===== config.mk =====
export PLATFORM = sky130hd
export DESIGN_NAME = fifo_irq_gen
export DESIGN_NICKNAME = d
export VERILOG_FILES = /design/src/rtl/fifo_irq_pkg.sv /design/src/rtl/fifo_store.sv /design/src/rtl/fifo_flag_eval.sv /design/src/rtl/irq_status_reg.sv /design/src/rtl/fifo_irq_gen.sv
export SDC_FILE = /design/constraint.sdc
export NUM_CORES = 1
export LEC_CHECK = 0
export BUFFER_PORTS_ARGS = -buffer_cell sky130_fd_sc_hd__buf_4
export CAP_MARGIN = 5
export CORE_MARGIN = 4
export CORE_UTILIZATION = 40
export CTS_CLUSTER_SIZE = 10
export DETAILED_ROUTE_END_ITERATION = 8
export PLACE_DENSITY = 0.68
export SYNTH_ARGS = -nofsm -noshare
export SYNTH_HDL_FRONTEND = slang
export SYNTH_HIERARCHICAL = 1
export SYNTH_SLANG_ARGS = --single-unit

===== constraint.sdc =====
create_clock -name clk -period 2.5 [get_ports clk]
set_input_delay 0.125 -clock clk [delete_from_list [all_inputs] [get_ports clk]]
set_output_delay 0.125 -clock clk [all_outputs]
set_load 0.01 [all_outputs]

===== src/rtl/fifo_irq_pkg.sv =====
package fifo_irq_pkg;
  // status bit positions
  localparam int ST_TX_REQ  = 0;
  localparam int ST_TX_TAIL = 1;
  localparam int ST_RX_REQ  = 2;
  localparam int ST_RX_TAIL = 3;
  localparam int NUM_STS    = 4;
  // configuration word layout
  localparam int THR_W        = 6;
  localparam int CFG_TX_LSB   = 0;
  localparam int CFG_TX_FLUSH = 6;
  localparam int CFG_RX_LSB   = 8;
  localparam int CFG_RX_FLUSH = 14;
endpackage


===== src/rtl/fifo_store.sv =====
module fifo_store #(
  parameter int DW = 8,
  parameter int AW = 4
) (
  input  logic          clk,
  input  logic          rst,
  input  logic          flush,
  input  logic          push,
  input  logic [DW-1:0] wdata,
  input  logic          pop,
  output logic [DW-1:0] rdata,
  output logic [AW:0]   level,
  output logic          full,
  output logic          empty
);
  localparam int DEPTH = 1 << AW;
  localparam int LW    = AW + 1;
  localparam logic [AW:0] FULL_LVL = LW'(DEPTH);

  logic [DW-1:0] mem [DEPTH];
  logic [AW-1:0] wp, rp;
  logic [AW:0]   cnt;
  logic          do_push, do_pop;

  assign full    = (cnt == FULL_LVL);
  assign empty   = (cnt == '0);
  assign do_push = push && !full;
  assign do_pop  = pop && !empty;

  // storage kept free of reset so it maps onto RAM
  always_ff @(posedge clk) begin
    if (do_push && !flush) mem[wp] <= wdata;
  end

  always_ff @(posedge clk) begin
    if (rst || flush) begin
      wp  <= '0;
      rp  <= '0;
      cnt <= '0;
    end else begin
      if (do_push) wp <= wp + 1'b1;
      if (do_pop)  rp <= rp + 1'b1;
      case ({do_push, do_pop})
        2'b10:   cnt <= cnt + 1'b1;
        2'b01:   cnt <= cnt - 1'b1;
        default: cnt <= cnt;
      endcase
    end
  end

  assign rdata = mem[rp];
  assign level = cnt;


  level_bound_chk: assert property (@(posedge clk) disable iff (rst)
    cnt <= FULL_LVL);

  no_overflow_chk: assert property (@(posedge clk) disable iff (rst)
    (push && full && !pop && !flush) |=> (cnt == FULL_LVL));

  no_underflow_chk: assert property (@(posedge clk) disable iff (rst)
    (pop && empty && !push) |=> (cnt == '0));
endmodule


===== src/rtl/fifo_flag_eval.sv =====
module fifo_flag_eval
  import fifo_irq_pkg::*;
#(
  parameter int LW = 5,
  parameter int CW = 16
) (
  input  logic             rx_mode,
  input  logic [CW-1:0]    bytes_left,
  input  logic [LW-1:0]    tx_lvl,
  input  logic [LW-1:0]    rx_lvl,
  input  logic [THR_W-1:0] tx_thr_m1,
  input  logic [THR_W-1:0] rx_thr_m1,
  output logic [NUM_STS-1:0] cond
);
  logic [31:0] tl, rl, bl, tt, rt;
  logic        tx_room, left_nz;

  assign tl = 32'(tx_lvl);
  assign rl = 32'(rx_lvl);
  assign bl = 32'(bytes_left);
  assign tt = 32'(tx_thr_m1) + 32'd1;
  assign rt = 32'(rx_thr_m1) + 32'd1;

  assign tx_room = (tl < tt);
  assign left_nz = (bl != 32'd0);

  always_comb begin
    cond = '0;
    if (!rx_mode) begin
      cond[ST_TX_REQ]  = tx_room && (bl >= tt);
      cond[ST_TX_TAIL] = tx_room && left_nz && (bl < tt);
    end else begin
      // tail has priority: request only while bytes are still coming
      cond[ST_RX_TAIL] = !left_nz && (rl != 32'd0);
      cond[ST_RX_REQ]  = left_nz && (rl >= rt);
    end
  end
endmodule


===== src/rtl/irq_status_reg.sv =====
module irq_status_reg
  import fifo_irq_pkg::*;
(
  input  logic               clk,
  input  logic               rst,
  input  logic [NUM_STS-1:0] cond,
  input  logic [NUM_STS-1:0] w1c,
  input  logic [NUM_STS-1:0] en_set,
  input  logic [NUM_STS-1:0] en_clr,
  output logic [NUM_STS-1:0] sts,
  output logic [NUM_STS-1:0] ien,
  output logic               irq
);
  logic [NUM_STS-1:0] sts_q, sts_d, en_q, en_d;
  logic               irq_q;

  assign sts_d = (sts_q & ~w1c) | cond;
  assign en_d  = (en_q | en_set) & ~en_clr;

  always_ff @(posedge clk) begin
    if (rst) begin
      sts_q <= '0;
      en_q  <= '0;
      irq_q <= 1'b0;
    end else begin
      sts_q <= sts_d;
      en_q  <= en_d;
      irq_q <= |(sts_d & en_d);
    end
  end

  assign sts = sts_q;
  assign ien = en_q;
  assign irq = irq_q;

  for (genvar i = 0; i < NUM_STS; i++) begin : g_bit_chk

    w1c_clear_chk: assert property (@(posedge clk) disable iff (rst)
      (w1c[i] && !cond[i]) |=> !sts_q[i]);

    cond_set_chk: assert property (@(posedge clk) disable iff (rst)
      cond[i] |=> sts_q[i]);

    en_clr_chk: assert property (@(posedge clk) disable iff (rst)
      en_clr[i] |=> !en_q[i]);
  end


  tx_excl_chk: assert property (@(posedge clk) disable iff (rst)
    $onehot0(cond[ST_TX_TAIL:ST_TX_REQ]));

  rx_excl_chk: assert property (@(posedge clk) disable iff (rst)
    $onehot0(cond[ST_RX_TAIL:ST_RX_REQ]));
endmodule


===== src/rtl/fifo_irq_gen.sv =====
module fifo_irq_gen
  import fifo_irq_pkg::*;
#(
  parameter int DEPTH_CODE = 1,
  parameter int DATA_W     = 8,
  parameter int CNT_W      = 16
) (
  input  logic                  clk,
  input  logic                  rst,
  input  logic                  cfg_we,
  input  logic [15:0]           cfg_wdata,
  input  logic                  rx_mode,
  input  logic [CNT_W-1:0]      bytes_left,
  input  logic                  host_we,
  input  logic [DATA_W-1:0]     host_wdata,
  input  logic                  host_re,
  output logic [DATA_W-1:0]     host_rdata,
  input  logic                  eng_rx_push,
  input  logic [DATA_W-1:0]     eng_rx_data,
  input  logic                  eng_tx_pop,
  output logic [DATA_W-1:0]     eng_tx_data,
  output logic                  eng_tx_avail,
  input  logic [3:0]            sts_w1c,
  output logic [3:0]            sts,
  input  logic [3:0]            ien_set,
  input  logic [3:0]            ien_clr,
  output logic [3:0]            ien,
  output logic                  irq,
  output logic [DEPTH_CODE+3:0] tx_level,
  output logic [DEPTH_CODE+3:0] rx_level,
  output logic [1:0]            depth_code,
  output logic [1:0]            host_err
);
  localparam int AW = DEPTH_CODE + 3;
  localparam int LW = AW + 1;

  logic [THR_W-1:0] tx_thr_m1, rx_thr_m1;
  logic             tx_flush, rx_flush;
  logic             tx_full, tx_empty, rx_full, rx_empty;
  logic [1:0]       err_q;
  logic [NUM_STS-1:0] cond;

  assign tx_flush = cfg_we && cfg_wdata[CFG_TX_FLUSH];
  assign rx_flush = cfg_we && cfg_wdata[CFG_RX_FLUSH];

  always_ff @(posedge clk) begin
    if (rst) begin
      tx_thr_m1 <= '0;
      rx_thr_m1 <= '0;
      err_q     <= '0;
    end else begin
      if (cfg_we) begin
        tx_thr_m1 <= cfg_wdata[CFG_TX_LSB +: THR_W];
        rx_thr_m1 <= cfg_wdata[CFG_RX_LSB +: THR_W];
      end
      err_q[0] <= host_we && tx_full;
      err_q[1] <= host_re && rx_empty;
    end
  end

  fifo_store #(.DW(DATA_W), .AW(AW)) u_tx_fifo (
    .clk(clk), .rst(rst), .flush(tx_flush),
    .push(host_we), .wdata(host_wdata),
    .pop(eng_tx_pop), .rdata(eng_tx_data),
    .level(tx_level), .full(tx_full), .empty(tx_empty)
  );

  fifo_store #(.DW(DATA_W), .AW(AW)) u_rx_fifo (
    .clk(clk), .rst(rst), .flush(rx_flush),
    .push(eng_rx_push), .wdata(eng_rx_data),
    .pop(host_re), .rdata(host_rdata),
    .level(rx_level), .full(rx_full), .empty(rx_empty)
  );

  fifo_flag_eval #(.LW(LW), .CW(CNT_W)) u_eval (
    .rx_mode(rx_mode), .bytes_left(bytes_left),
    .tx_lvl(tx_level), .rx_lvl(rx_level),
    .tx_thr_m1(tx_thr_m1), .rx_thr_m1(rx_thr_m1),
    .cond(cond)
  );

  irq_status_reg u_sts (
    .clk(clk), .rst(rst), .cond(cond), .w1c(sts_w1c),
    .en_set(ien_set), .en_clr(ien_clr),
    .sts(sts), .ien(ien), .irq(irq)
  );

  assign eng_tx_avail = !tx_empty;
  assign depth_code   = 2'(DEPTH_CODE);
  assign host_err     = err_q;


  rx_full_drop_chk: assert property (@(posedge clk) disable iff (rst)
    (eng_rx_push && rx_full && !host_re && !rx_flush) |=> (rx_level == $past(rx_level)));

  tx_flush_chk: assert property (@(posedge clk) disable iff (rst)
    tx_flush |=> (tx_level == '0));
endmodule


==> out/summary.log <==
[run_status] status complete, but fails checks
[run_status] failing checks setup timing
[final_layout] register cell area after layout 8840 um^2
[timing] Max Clock Skew 17.46 ps
[floorplan] area of the die 35,390 um^2
[grt] Overall Global Routing Usage 15.36%
[final_layout] multi-input logic area 4015 um^2
[grt] remaining global-route overflow 0
[clock_tree] Clock Pin Slew Worst Setup and Hold Paths 60 ps
[critical_path] buffers plus inverters on the worst setup path 1
[critical_path] maximum fanout encountered on the critical timing path 3
[critical_path] cell with the largest stage delay on the worst path or4_4
[timing] top achievable clock speed 0.3601 GHz
[job] max_cap viols 0
[timing] Hold Slack 34.78 ps
[min_path] path category of the worst min-delay check in2reg
[power_and_ir_drop] Pleak 0.005813 uW
[timing] number of failing setup endpoints in the final timing report 1
[floorplan] initial cell density of the core 40.81%
[timing] Setup TNS Final -277.0 ps
[synth] gate count of the mapped netlist 798
[clock_tree] number of H-tree branching levels 2
[critical_path] family with the most delay on the worst path simple AND/OR/NAND/NOR gates
[detailed_routing] detailed-route via count 7,432
[detailed_routing] DRC viols 0
[synth] net count after synthesis 904
[critical_path] Crit path largest cell delay 510 ps
[clock_tree] TritonCTS clock tree done
[synth] average size of a mapped cell 16.26 um^2
[critical_path] critical path startpoint category flip-flop
[detailed_routing] number of detailed-route iterations in the first pass 5
[timing] pins over their slew limit 0
[final_layout] fill cell total of the finished layout 2,554
[critical_path] Setup Crit Path Kind reg2reg
[floorplan] die span in y 188.1 um
[timing] final hold vios 0
[grt] initial antenna violation count 0
[power_and_ir_drop] worst vdd rail ir drop 0.0005058 V
[critical_path] data arrival time of the critical path 3210 ps
[detailed_routing] average detailed-routed wire length per instance 18.66 um
[final_layout] share of final-layout standard cells stronger than drive strength 1 29.63%
[critical_path] ordered cell list for the critical path and2_4, nand4_1, xor2_1, ha_1, a21oi_2, nor3b_1, or3_1, or4_4, nor2_4, inv_2, a211o_1, a41oi_2
[grt] number of global-route vias before repair 7,748
[detailed_routing] via-per-instance ratio 5.087
[placement] Final HPWL DP 17,180 um
[timing] final worst path period share 111.1%
[floorplan] Placement Rows 65
[floorplan] IO Count 108
[clock_tree] clock latency on the worst-skew pair 510 ps
[timing] measured slew at the worst slew-check pin 1011 ps
[final_layout] growth of design area from synthesis to finish 25.96%
[final_layout] Diodes inserted 0
[critical_path] endpoint required time on the critical path 2940 ps
[final_layout] number of nets at the end of the flow 1,116
[grt] maximum number of pins on one net before global-route repair 33
[floorplan] chip width 188.1 um
[synth] cell area after synthesis 12,980 um^2
[detailed_routing] final routed wirelength across all metal layers 27,260 um
[detailed_routing] initial drt markers 445
[placement] IO Port Bufs 103
[clock_tree] Clock Sinks 313
[clock_tree] CTS buffer count 38
[synth] Syn. warnings 6
[timing] setup repair after global routing missed its margin true
[grt] wire length of the first global-routing pass 43,100 um
[clock_tree] maximum count of clock buffers along a single path 3
[clock_tree] CTS root buffer clkbuf_16
[floorplan] standard cell core area 31,800 um^2
[timing] Min Clock Period, post-route 2777 ps
[critical_path] crit path capture type flip-flop
[placement] final RePlAce weighted congestion 0.7677
[power_and_ir_drop] Pwr Density 779.6 nW/um^2
[timing] slack of the critical path -277.0 ps
[detailed_routing] post-route antenna net violation count 0
[timing] worst relative slew slack 32.33%
through the flow:
step                      worst slack, ps  utilization, %  std cells  power, uW  area [um^2]
after floorplan                    -86.03               -        798       7114        13040
after global placement             -209.5           45.64       1342       7764        14510
after detailed placement           -250.4           45.64       1342       7804        14510
after CTS                          -261.5           51.00       1457      12810        16220
after global routing               -404.2           51.40       1461      13340        16340
final                              -277.0           51.40       1461      12740        16340
placed cells by master (no fill, tap or decap), drive strengths merged, types with 3 or more instances in the layout:
cell         instances
nor3                 8
nor2b                6
mux2i               21
inv                 27
nand2               39
xor2                17
a211o                5
a22oi               32
clkinv               4
dlygate4sd3         59
buf                144
nand4                3
or4                  7
nand4b               3
nand3               11
dfxtp               57
or3                  3
mux4                64
edfxtp             256
nand2b               8
a21oi               19
clkbuf              51
xnor2                4
nor4                 3
nor2                99
and3                 5
o211ai              11
ha                  36
and2                 5
registers in the layout, indices dropped and copies added (netlist names), named ones only:
register         flops
u_rx_fifo/level      5
host_err             2
u_sts/ien            4
u_tx_fifo/level      5
u_sts/sts            4
tx_thr_m1            6
u_tx_fifo/mem      128
u_rx_fifo/rp         4
u_tx_fifo/rp         4
u_rx_fifo/wp         4
u_rx_fifo/mem      128
u_sts/irq            1
u_tx_fifo/wp         4
rx_thr_m1            6
path summary, 6_finish.rpt:
check | start | end | slack, ps | cells past startpoint
setup / recovery | tx_thr_m1[3]$_SDFFE_PP0P_ | u_sts/irq$_SDFF_PP0_ | -280 | 12
hold / removal | eng_rx_push | u_rx_fifo/wp[3]$_SDFFE_PP0P_ | 30 | 4
setup reg to reg | tx_thr_m1[3]$_SDFFE_PP0P_ | u_sts/irq$_SDFF_PP0_ | -280 | 12
hold reg to reg | u_rx_fifo/rp[3]$_SDFFE_PP0P_ | flip-flop | 490 | 2
final cells by class:
cell class / instances / share of cell area (%)
Multi-Input combinational cell: 426 / 24.57
Tap cell: 435 / 3.330
Inverter: 27 / 0.6201
Clock buffer: 50 / 6.224
Clock inverter: 6 / 0.4899
Timing Repair Buffer: 204 / 10.69
Sequential cell: 313 / 54.08
repair_timing:
action                                  in CTS  in global routing
cloned                                       0                  1
pin swaps                                    0                  9
hold buffers                                59                  0
buffers inserted                             0                  3
gates resized for setup                      4                 18
endpoints found under the hold margin      279                  0
endpoints found under the setup margin       5                 12
worst register-to-register path, cell delays in order, from the launching register on:
cell	delay, ps
dfxtp_2	340
and2_4	160
nand4_1	110
xor2_1	170
ha_1	330
a21oi_2	150
nor3b_1	50
or3_1	330
or4_4	510
nor2_4	120
inv_2	50
a211o_1	260
a41oi_2	130
power breakdown:
part | internal, uW | total (uW) | switching, uW
registers | 5760 | 5840 | 72.6
logic | 1060 | 2030 | 968
clock network | 2940 | 4880 | 1940
total | 9760 | 12700 | 2980
per-layer routing:
| metal | wire, um | global-route usage (%) | part of all wire, % |
|---|---|---|---|
| met1 | 11720 | 20.78 | 43 |
| met2 | 13740 | 26.10 | 50 |
| met3 | 1405 | 2.681 | 5.2 |
| met4 | 399 | 3.614 | 1.5 |
| met5 | 0 | 0 | 0 |
(Power assumes the default switching activity.)
